**config.mk**
```make
export PLATFORM = sky130hd
export DESIGN_NAME = pktx_link_tx
export DESIGN_NICKNAME = d
export VERILOG_FILES = /design/src/rtl/pktx_pkg.sv /design/src/rtl/pktx_parity.sv /design/src/rtl/pktx_packer.sv /design/src/rtl/pktx_bus_ctrl.sv /design/src/rtl/pktx_link_tx.sv
export SDC_FILE = /design/constraint.sdc
export NUM_CORES = 1
export LEC_CHECK = 0
export ABC_AREA = 1
export BUFFER_PORTS_ARGS = -buffer_cell sky130_fd_sc_hd__buf_2
export CAP_MARGIN = 20
export CORE_ASPECT_RATIO = 0.9
export CORE_MARGIN = 4
export CORE_UTILIZATION = 62
export DETAILED_ROUTE_END_ITERATION = 6
export PLACE_DENSITY = 0.92
export SYNTH_ARGS = -nofsm -noshare
export SYNTH_HDL_FRONTEND = slang
export SYNTH_HIERARCHICAL = 1
export SYNTH_SLANG_ARGS = --single-unit
export TNS_END_PERCENT = 50
```
**constraint.sdc**
```tcl
create_clock -name clk -period 3.95 [get_ports clk]
set_input_delay 0.5925 -clock clk [delete_from_list [all_inputs] [get_ports clk]]
set_output_delay 0.5925 -clock clk [all_outputs]
set_load 0.02 [all_outputs]
```
**src/rtl/pktx_pkg.sv**
```systemverilog
package pktx_pkg;
  localparam int BYTE_W = 8;
  localparam int LANES  = 2;
  localparam int WORD_W = BYTE_W * LANES;
  localparam int PORT_W = 5;
  localparam logic [PORT_W-1:0] NULL_PORT = '1;

  typedef struct packed {
    logic [WORD_W-1:0] data;
    logic              sop;
    logic              eop;
    logic              mod;
    logic              err;
    logic [PORT_W-1:0] port;
  } word_t;

  typedef enum logic {ST_IDLE, ST_PKT} bus_st_t;
endpackage

```
**src/rtl/pktx_parity.sv**
```systemverilog
module pktx_parity #(
  parameter int W = 16
) (
  input  logic [W-1:0] d,
  input  logic         odd,
  output logic         p
);
  logic [W-1:0] chain;

  // ripple XOR: chain[i] holds the parity of bits 0..i
  assign chain[0] = d[0];
  for (genvar i = 1; i < W; i++) begin : g_chain
    assign chain[i] = chain[i-1] ^ d[i];
  end

  assign p = chain[W-1] ^ odd;
endmodule

```
**src/rtl/pktx_packer.sv**
```systemverilog
module pktx_packer
  import pktx_pkg::*;
(
  input  logic              clk,
  input  logic              rst_n,
  input  logic              in_valid,
  output logic              in_ready,
  input  logic [BYTE_W-1:0] in_data,
  input  logic              in_last,
  input  logic              in_err,
  input  logic [PORT_W-1:0] in_port,
  output logic              o_valid,
  input  logic              o_ready,
  output word_t             o_word
);
  localparam logic [BYTE_W-1:0] ZB = '0;

  logic              o_full, o_pop, acc;
  logic              t_pend;
  word_t             t_word;
  logic              have_hi, first_w;
  logic [BYTE_W-1:0] hi_byte;
  logic [PORT_W-1:0] cur_port, port_sel;
  logic              emit, e_tail;
  word_t             e_word, e_tail_word;

  assign o_pop    = o_full && o_ready;
  assign in_ready = (!o_full || o_pop) && !t_pend;
  assign acc      = in_valid && in_ready;
  assign o_valid  = o_full;
  assign port_sel = (first_w && !have_hi) ? in_port : cur_port;

  always_comb begin
    emit        = 1'b0;
    e_tail      = 1'b0;
    e_word      = '0;
    e_tail_word = '0;
    e_word.port      = port_sel;
    e_tail_word.port = port_sel;
    if (acc) begin
      if (!have_hi) begin
        if (in_last) begin
          emit        = 1'b1;
          e_word.data = {in_data, ZB};
          if (first_w) begin
            // single-byte packet: start word, then padded end word
            e_word.sop      = 1'b1;
            e_tail          = 1'b1;
            e_tail_word.eop = 1'b1;
            e_tail_word.mod = 1'b1;
            e_tail_word.err = in_err;
          end else begin
            e_word.eop = 1'b1;
            e_word.mod = 1'b1;
            e_word.err = in_err;
          end
        end
      end else begin
        emit = 1'b1;
        if (in_last && first_w) begin
          // two-byte packet split so start and end stay apart
          e_word.data      = {hi_byte, ZB};
          e_word.sop       = 1'b1;
          e_tail           = 1'b1;
          e_tail_word.data = {in_data, ZB};
          e_tail_word.eop  = 1'b1;
          e_tail_word.mod  = 1'b1;
          e_tail_word.err  = in_err;
        end else begin
          e_word.data = {hi_byte, in_data};
          e_word.sop  = first_w;
          e_word.eop  = in_last;
          e_word.err  = in_last && in_err;
        end
      end
    end
  end

  always_ff @(posedge clk or negedge rst_n) begin
    if (!rst_n) begin
      o_full   <= 1'b0;
      o_word   <= '0;
      t_pend   <= 1'b0;
      t_word   <= '0;
      have_hi  <= 1'b0;
      hi_byte  <= '0;
      first_w  <= 1'b1;
      cur_port <= NULL_PORT;
    end else begin
      if (acc) begin
        if (first_w && !have_hi) cur_port <= in_port;
        if (!have_hi && !in_last) begin
          have_hi <= 1'b1;
          hi_byte <= in_data;
        end else begin
          have_hi <= 1'b0;
        end
      end
      if (emit) begin
        first_w <= in_last;
        o_word  <= e_word;
        o_full  <= 1'b1;
        if (e_tail) begin
          t_pend <= 1'b1;
          t_word <= e_tail_word;
        end
      end else if (t_pend && (!o_full || o_pop)) begin
        o_word <= t_word;
        o_full <= 1'b1;
        t_pend <= 1'b0;
      end else if (o_pop) begin
        o_full <= 1'b0;
      end
    end
  end

  // a queued tail word must never be overwritten by a new byte
  p_tail_blocks_input_r7: assert property (@(posedge clk) disable iff (!rst_n)
    t_pend |-> !in_ready);
  // a tail is only queued behind its own start word
  p_tail_follows_start_r7: assert property (@(posedge clk) disable iff (!rst_n)
    $rose(t_pend) |-> (o_full && o_word.sop && !o_word.eop));
endmodule

```
**src/rtl/pktx_bus_ctrl.sv**
```systemverilog
module pktx_bus_ctrl
  import pktx_pkg::*;
(
  input  logic              clk,
  input  logic              rst_n,
  input  logic              w_valid,
  output logic              w_ready,
  input  word_t             w_word,
  input  logic              avail,
  output logic              enb_n,
  output logic [PORT_W-1:0] addr,
  output logic [WORD_W-1:0] data,
  output logic              sop,
  output logic              eop,
  output logic              mod,
  output logic              err
);
  bus_st_t st;
  logic    pop;

  assign w_ready = (st == ST_PKT) && avail;
  assign pop     = w_valid && w_ready;

  always_ff @(posedge clk or negedge rst_n) begin
    if (!rst_n) begin
      st    <= ST_IDLE;
      enb_n <= 1'b1;
      addr  <= NULL_PORT;
      data  <= '0;
      sop   <= 1'b0;
      eop   <= 1'b0;
      mod   <= 1'b0;
      err   <= 1'b0;
    end else begin
      data <= '0;
      sop  <= 1'b0;
      eop  <= 1'b0;
      mod  <= 1'b0;
      err  <= 1'b0;
      enb_n <= 1'b1;
      case (st)
        ST_IDLE: begin
          if (w_valid) begin
            addr <= w_word.port;   // selection cycle
            st   <= ST_PKT;
          end else begin
            addr <= NULL_PORT;
          end
        end
        default: begin
          if (pop) begin
            enb_n <= 1'b0;
            data  <= w_word.data;
            sop   <= w_word.sop;
            eop   <= w_word.eop;
            mod   <= w_word.mod;
            err   <= w_word.err;
            if (w_word.eop) st <= ST_IDLE;
          end
        end
      endcase
    end
  end

  p_select_before_sop_r2: assert property (@(posedge clk) disable iff (!rst_n)
    (!enb_n && sop) |-> ($past(enb_n) && ($past(addr) == addr)));
  p_quiet_when_disabled_r3: assert property (@(posedge clk) disable iff (!rst_n)
    enb_n |-> !(sop || eop || mod || err));
  p_mod_lower_zero_r5: assert property (@(posedge clk) disable iff (!rst_n)
    mod |-> (data[BYTE_W-1:0] == '0));
  p_mod_err_only_end_r6: assert property (@(posedge clk) disable iff (!rst_n)
    (mod || err) |-> eop);
  p_sop_eop_apart_r7: assert property (@(posedge clk) disable iff (!rst_n)
    !(sop && eop));
  p_no_null_on_xfer_r9: assert property (@(posedge clk) disable iff (!rst_n)
    !enb_n |-> (addr != NULL_PORT));
  p_word_needs_avail_r10: assert property (@(posedge clk) disable iff (!rst_n)
    !enb_n |-> $past(avail));
endmodule

```
**src/rtl/pktx_link_tx.sv**
```systemverilog
module pktx_link_tx
  import pktx_pkg::*;
(
  input  logic              clk,
  input  logic              rst_n,
  input  logic              s_valid,
  output logic              s_ready,
  input  logic [BYTE_W-1:0] s_data,
  input  logic              s_last,
  input  logic              s_err,
  input  logic [PORT_W-1:0] s_port,
  input  logic              par_odd,
  input  logic              tx_avail,
  output logic              tx_enb_n,
  output logic [PORT_W-1:0] tx_addr,
  output logic [WORD_W-1:0] tx_data,
  output logic              tx_sop,
  output logic              tx_eop,
  output logic              tx_mod,
  output logic              tx_err,
  output logic              tx_par
);
  logic  w_valid, w_ready;
  word_t w_word;

  pktx_packer u_packer (
    .clk      (clk),
    .rst_n    (rst_n),
    .in_valid (s_valid),
    .in_ready (s_ready),
    .in_data  (s_data),
    .in_last  (s_last),
    .in_err   (s_err),
    .in_port  (s_port),
    .o_valid  (w_valid),
    .o_ready  (w_ready),
    .o_word   (w_word)
  );

  pktx_bus_ctrl u_ctrl (
    .clk     (clk),
    .rst_n   (rst_n),
    .w_valid (w_valid),
    .w_ready (w_ready),
    .w_word  (w_word),
    .avail   (tx_avail),
    .enb_n   (tx_enb_n),
    .addr    (tx_addr),
    .data    (tx_data),
    .sop     (tx_sop),
    .eop     (tx_eop),
    .mod     (tx_mod),
    .err     (tx_err)
  );

  pktx_parity #(.W(WORD_W)) u_par (
    .d   (tx_data),
    .odd (par_odd),
    .p   (tx_par)
  );
endmodule

```
* Yosys cells after proc, flatten, opt, wreduce, memory -nomap -nowiden
Cells that the tools add are included.
** Word-level totals
- Flip-flop bits (word level) :: 93
- Input port bits :: 20
- Output and inout port bits :: 28
- Logic and storage cells :: 113
** Cells by class
- Eq/ne operators :: 1
- Mux-type cells :: 52
- Bitwise logic cells :: 16
- Reduce and logical (&&, ||, !) cells :: 19
** Operator list (number)
- $mux 16 :: 5
- $mux 25 :: 2
- $mux 20 :: 2
- $mux 1 :: 33
- $mux 18 :: 1
- $mux 3 :: 6
- $xor 1x1->1 :: 16
- $mux 5 :: 2
- $logic_and 1x1->1 :: 9
- $mux 9 :: 1
- $reduce_and 2->1 :: 3
- $logic_not 1->1 :: 4
- $reduce_bool 3->1 :: 1
- $ne 2x2->1 const B :: 1
- $reduce_bool 2->1 :: 1
- $logic_or 1x1->1 :: 1

* Longest topological paths before layout
- Depth in word-level cells :: 16
- Depth in mapped cells :: 12
- Mapped depth without buffers :: 11

* By module
The synthesis kept the hierarchy.
** Modules (own cells, without submodules)
- pktx_packer :: instances 1, cells an instance 312, area an instance 2598.7 um^2, sequential area each 1433.9 um^2
- pktx_bus_ctrl :: instances 1, cells an instance 92, area an instance 1013.5 um^2, sequential area each 683.2 um^2
- pktx_parity :: instances 1, cells an instance 70, area an instance 321.6 um^2, sequential area each 0.0 um^2

* Least setup slack after synthesis
No wires, ideal clock.
- Path type :: register to output
- Start :: register u_ctrl.data[3]
- End :: output tx_par
- Arrival time :: 1.235 ns
- Data required time :: 3.357 ns
- Slack :: 2.122 ns
- Cell stages (with the launch flop) :: 11
- Path buffers :: 0
- Cell sequence :: dfrtp_1 > or2_1 > nand2_1 > nand2_1 > nand2_2 > inv_1 > nand2_1 > nand2_1 > inv_1 > nand2_1 > nand2_1
** Between the ends
- Word-level cells in the longest chain between the ends :: 14
** RTL lines
- start: declaration :: line pktx_bus_ctrl.sv:12 : output logic [WORD_W-1:0] data,
- start signal: assignment :: line pktx_bus_ctrl.sv:53 : data <= w_word.data;
- $xor 1x1->1 (13 in a row) :: line pktx_parity.sv:13 : assign chain[i] = chain[i-1] ^ d[i];
- $xor 1x1->1 :: line pktx_parity.sv:16 : assign p = chain[W-1] ^ odd;
- end: declaration :: line pktx_link_tx.sv:21 : output logic tx_par
Every way passes these cells.

* Worst setup path in the final report
- Start :: register u_ctrl.st
- End :: register u_packer.hi_byte[3]
** Between the ends
- Word-level cells in the longest chain between the ends :: 6
** RTL lines
- start: declaration :: line pktx_bus_ctrl.sv:18 : bus_st_t st;
- start signal: assignment :: line pktx_bus_ctrl.sv:26 : st <= ST_IDLE;
- start signal: assignment :: line pktx_bus_ctrl.sv:45 : st <= ST_PKT;
- start signal: assignment :: line pktx_bus_ctrl.sv:58 : if (w_word.eop) st <= ST_IDLE;
- $logic_and 1x1->1 :: line pktx_bus_ctrl.sv:21 : assign w_ready = (st == ST_PKT) && avail;
- net w_ready :: line pktx_link_tx.sv:23 : logic w_valid, w_ready;
- $logic_and 1x1->1 :: line pktx_packer.sv:27 : assign o_pop = o_full && o_ready;
- $logic_or 1x1->1 :: line pktx_packer.sv:28 : assign in_ready = (!o_full || o_pop) && !t_pend;
- $logic_and 1x1->1 :: line pktx_packer.sv:28
- $logic_and 1x1->1 :: line pktx_packer.sv:29 : assign acc = in_valid && in_ready;
- $reduce_and 2->1 (no source line)
- end signal: assignment :: line pktx_packer.sv:94 : hi_byte <= in_data;
- end: declaration :: line pktx_packer.sv:22 : logic [BYTE_W-1:0] hi_byte;
The timed path passes the listed nets, and every way through them passes these cells.
A chain may end at the register's enable or synchronous reset.

==> impl.org <==
** Detailed routing
- The final route contains around 3200 vias.
- Number of iterations in the first detailed-routing pass :: 5
- Total wirelength of the detailed-routed design :: 8264 microns
- Remaining design rule violation count :: 0
- Post-detailed-route count of antenna-violating nets :: 0
- First-iteration detailed-routing DRC count :: approximately 210
- Ratio of routed vias to standard cells :: 5.211
- Dividing the detail-routed wire length by the instance count gives approximately 14 microns.

** Power and ir drop
- Cell area power density :: slightly below 800 nW/um^2
- In this run the static leakage power is between 2 and 2.5 nW.
- Worst vdd rail ir drop :: between 300 and 400 uV

** Placement
- Summing all placed instances gives a cell area of roughly 4200 sq um.
- Prior to clock tree synthesis, the placed netlist has a worst setup slack of ~1.7 ns.
- At the end of routability-driven placement, the weighted congestion stood at around 0.84.
- Summed over all nets, the half-perimeter wirelength after detailed placement is 5805 microns.
- Number of port buffers :: 47

** Clock tree
- The H-tree was split into 3 levels.
- Total of cells resized after clock tree synthesis :: 0
- In this run, post-CTS hold repair placed 0 buffers.
- CTS Buffer Depth :: 2
- For the worst-skew pair, the clock arrives at the later sink with an insertion delay of between 0.3 and 0.4 ns.
- Buffers inserted during clock tree synthesis total 9.
- Buffers added to address setup during post-CTS repair amount to 0.
- CTS root buf :: clkbuf_8
- After clock tree synthesis, the clock-pin slew on the worst setup and hold paths is roughly 0.090 ns.
- TritonCTS built the clock tree.
- Sinks on the clock net :: between 80 and 90

** Global route
- Summed over all layers, the global routing overflow is 0.
- Initial antenna violation count :: 0
- Entering global routing, the biggest net connects 85 pins.
- Via count of the first global-routing pass :: 3227
- Combined global-route utilization of all metal layers :: between 20% and 30%
- The first global-routing pass estimated 14480 microns of wire.

** Timing
- Time the worst path needs with I/O delays and setup :: 2.227 ns
- Headroom to the max-slew limit came out at 53.20%.
- The count of final hold-check violations was 0.
- Setup violations remaining at the end of the flow were counted as 0.
- Worst path setup slack after routing :: 1.723 ns
- Max Clock Skew :: between 0.01 and 0.015 ns
- Static timing analysis puts the maximum clock frequency at ~450 MHz.
- Setup repair after global routing left no endpoint under its margin.
- At the pin with the least slew margin, the transition time is about 0.7 ns.
- After layout, the worst path uses between 50% and 60% of the clock period.
- Setup TNS :: 0 ns
- The count of final max-slew check failures came to 0.
- On the final layout, the worst hold slack is around 0.12 ns.

** Synth
- A synthesized cell averages just over 8 sq um.
- Number of synthesized register bits :: 84
- After synthesis, the share of cell area in mux cells is 0%.
- Summing the areas of all fa, ha and maj instances in the mapped netlist gives 0% of the synthesized area.
- By area, the combinational part of the netlist is dominated by simple AND/OR/NAND/NOR gates.
- After Yosys synthesis, XOR and XNOR cells account for 1.113% of the synthesized area.
- Sequential element share of the synthesized area :: a little over half
- In the synthesized netlist, the number of instances is about 470.
- Of the total synthesized cell area, the portion taken by AND, OR, NAND and NOR gates is between 30% and 40%.
- During synthesis, Yosys emitted a total of 6 warnings.
- Area fraction in compound gates after synthesis :: 4.326%
- Counting distinct cell types in the post-synthesis netlist gives 30.
- After synthesis the cells add up to ~3900 sq um.
- Synthesized net count :: between 400 and 500

** Critical path
- Capture instance of the worst register-to-register path :: u_packer/hi_byte[3]
- Of all nets on the critical path, the largest fanout is 19.
- The worst setup path is captured at a flip-flop.
- STA classifies the critical path startpoint as a flip-flop.
- STA puts the critical path data required time at roughly 4.2 ns.
- Critical path data arrival time :: between 2 and 2.5 ns
- Reg2reg start :: u_ctrl/st
- The setup path with the least slack is of type flip-flop to flip-flop.
- The setup check on the worst reg-to-reg path leaves a slack of 1.72 ns.
- For the worst flop-to-flop path, the logic depth is 10.

** Floorplanning
- In this run the count of I/O pins placed on the die edge is 48.
- Placement Rows :: 27
- Measured along the y axis, the die boundary spans between 80 and 90 microns.
- Area enclosed by the die boundary :: 7685 sq um
- Die X :: 91.96 microns
- Once the floorplan was initialized, standard cells occupied 63.98% of the core.
- The core region is just over 6000 sq um.

** Worst hold path
- Worst min-delay path class :: input pin to async pin

** Finish
- Antenna cell count :: 0
- The library cells used most frequently in the layout, excluding fill and tap cells, are nand2_1 (166), dfrtp_1 (72), inv_1 (58).
- The final layout contains 540 nets.
- Most common library cell in the layout ignoring fill and taps :: nand2_1
- Cells fill a little over 70% of the core in the end.
- The sequential cells in the finished layout cover a total of approximately 2100 sq um.
- The filler cells instantiated in the layout total 443.
- The finished cells cover roughly 4400 sq um.
- Area overhead of the layout relative to synthesis :: 11.93%
- Of the cells placed in the final design, the portion with a size suffix greater than 1 is between 20% and 30%.
- In the final layout, the multi-input gates occupy 1460 sq um.

** Run
- Max-cap viol count :: 0

** Outcome
- Run status :: finished clean
synth_stat cells:
| cell | number | area share, % |
|---|---|---|
| a21oi_1 | 13 | 1.7 |
| buf_2 | 4 | 0.51 |
| buf_4 | 4 | 0.76 |
| buf_6 | 4 | 1.1 |
| clkbuf_1 | 1 | 0.095 |
| clkbuf_2 | 1 | 0.13 |
| dfrtp_1 | 72 | 46 |
| dfstp_2 | 12 | 8.0 |
| inv_1 | 58 | 5.5 |
| inv_2 | 4 | 0.38 |
| inv_6 | 1 | 0.22 |
| inv_8 | 1 | 0.29 |
| nand2_1 | 166 | 16 |
| nand2_2 | 5 | 0.80 |
| nand2_4 | 1 | 0.29 |
| nand3_1 | 47 | 6.0 |
| nand3_2 | 2 | 0.51 |
| nand3_4 | 2 | 0.89 |
| nand3b_1 | 1 | 0.19 |
| nand4_1 | 1 | 0.16 |
| nor2_1 | 22 | 2.1 |
| nor2_2 | 21 | 3.3 |
| nor2_4 | 1 | 0.29 |
| nor2_8 | 2 | 1.0 |
| nor3_1 | 1 | 0.13 |
| o21ai_0 | 20 | 2.5 |
| o21ai_1 | 1 | 0.13 |
| or2_1 | 1 | 0.16 |
| xnor2_1 | 3 | 0.67 |
| xor2_1 | 2 | 0.45 |
final cells by class:
cell class	instances	area share (%)
flip-flops and latches	84	48.08
multi-input cells	312	33.16
repair buffers	49	6.195
inverters	64	5.740
clock buffers	10	2.899
well taps	87	2.472
clock inverters	6	1.449
state kept, by name (all words and copies together), names as in the netlist:
register and count:
u_ctrl/err 1, u_packer/hi_byte 8, u_ctrl/addr 5, u_packer/cur_port 5
u_packer/t_pend 1, u_ctrl/eop 1, u_packer/o_word 25, u_ctrl/data 16
u_packer/t_word 15, u_packer/first_w 1, u_packer/have_hi 1, u_packer/o_valid 1
u_ctrl/enb_n 1, u_ctrl/st 1, u_ctrl/mod 1, u_ctrl/sop 1
how the worst max path moves through the flow:
stage                                      to       startpoint  slack, ns  depth (start not counted)
after floorplan                        tx_par   u_ctrl/data[3]       2.12                         10
after global placement    u_packer/hi_byte[4]         tx_avail       1.80                         11
after detailed placement  u_packer/hi_byte[3]         tx_avail       1.70                         11
after CTS                              tx_par   u_ctrl/data[3]       1.73                         11
after global routing                   tx_par  u_ctrl/data[14]       1.52                         11
final                     u_packer/hi_byte[3]        u_ctrl/st       1.72                         10
metal layers:
metal	up-vias	part of all wire, %	GRT usage (%)
met5	-	0	0
met3	16	6.3	4.779
met2	128	49	38.73
met1	1507	42	30.60
met4	0	2.4	10.53
li1	1538	-	-
per-stage QoR:
stage               std cells  power [W]
floorplan                 474   0.002508
global placement          595   0.002730
detailed placement        595   0.002825
CTS                       611   0.003437
global route              612   0.003714
finish                    612   0.003435
where the power goes:
part | switching (W) | internal, W | leakage [nW]
clock | 0.000305 | 0.000292 | 0.0927
sequential | 0.000237 | 0.00124 | 1.05
combinational | 0.000921 | 0.000436 | 1.22
total | 0.00146 | 0.00197 | 2.37
kinds of logic after synthesis:
logic type / Yosys count
DFF: 84
xor gates and xnor gates: 5
and+or+nand+nor: 273
buffers and inverters: 78
AOI/OAI and AO/OA: 34
critical path, stage by stage, from the launching register on:
cell,delay (ns)
dfrtp_1,0.54
nand2_1,0.11
inv_1,0.09
inv_1,0.05
nand2_2,0.11
nand3_4,0.14
inv_1,0.33
buf_4,0.29
nand2_1,0.24
nand2_1,0.13
nand2_1,0.07
(Power assumes the default switching activity.)
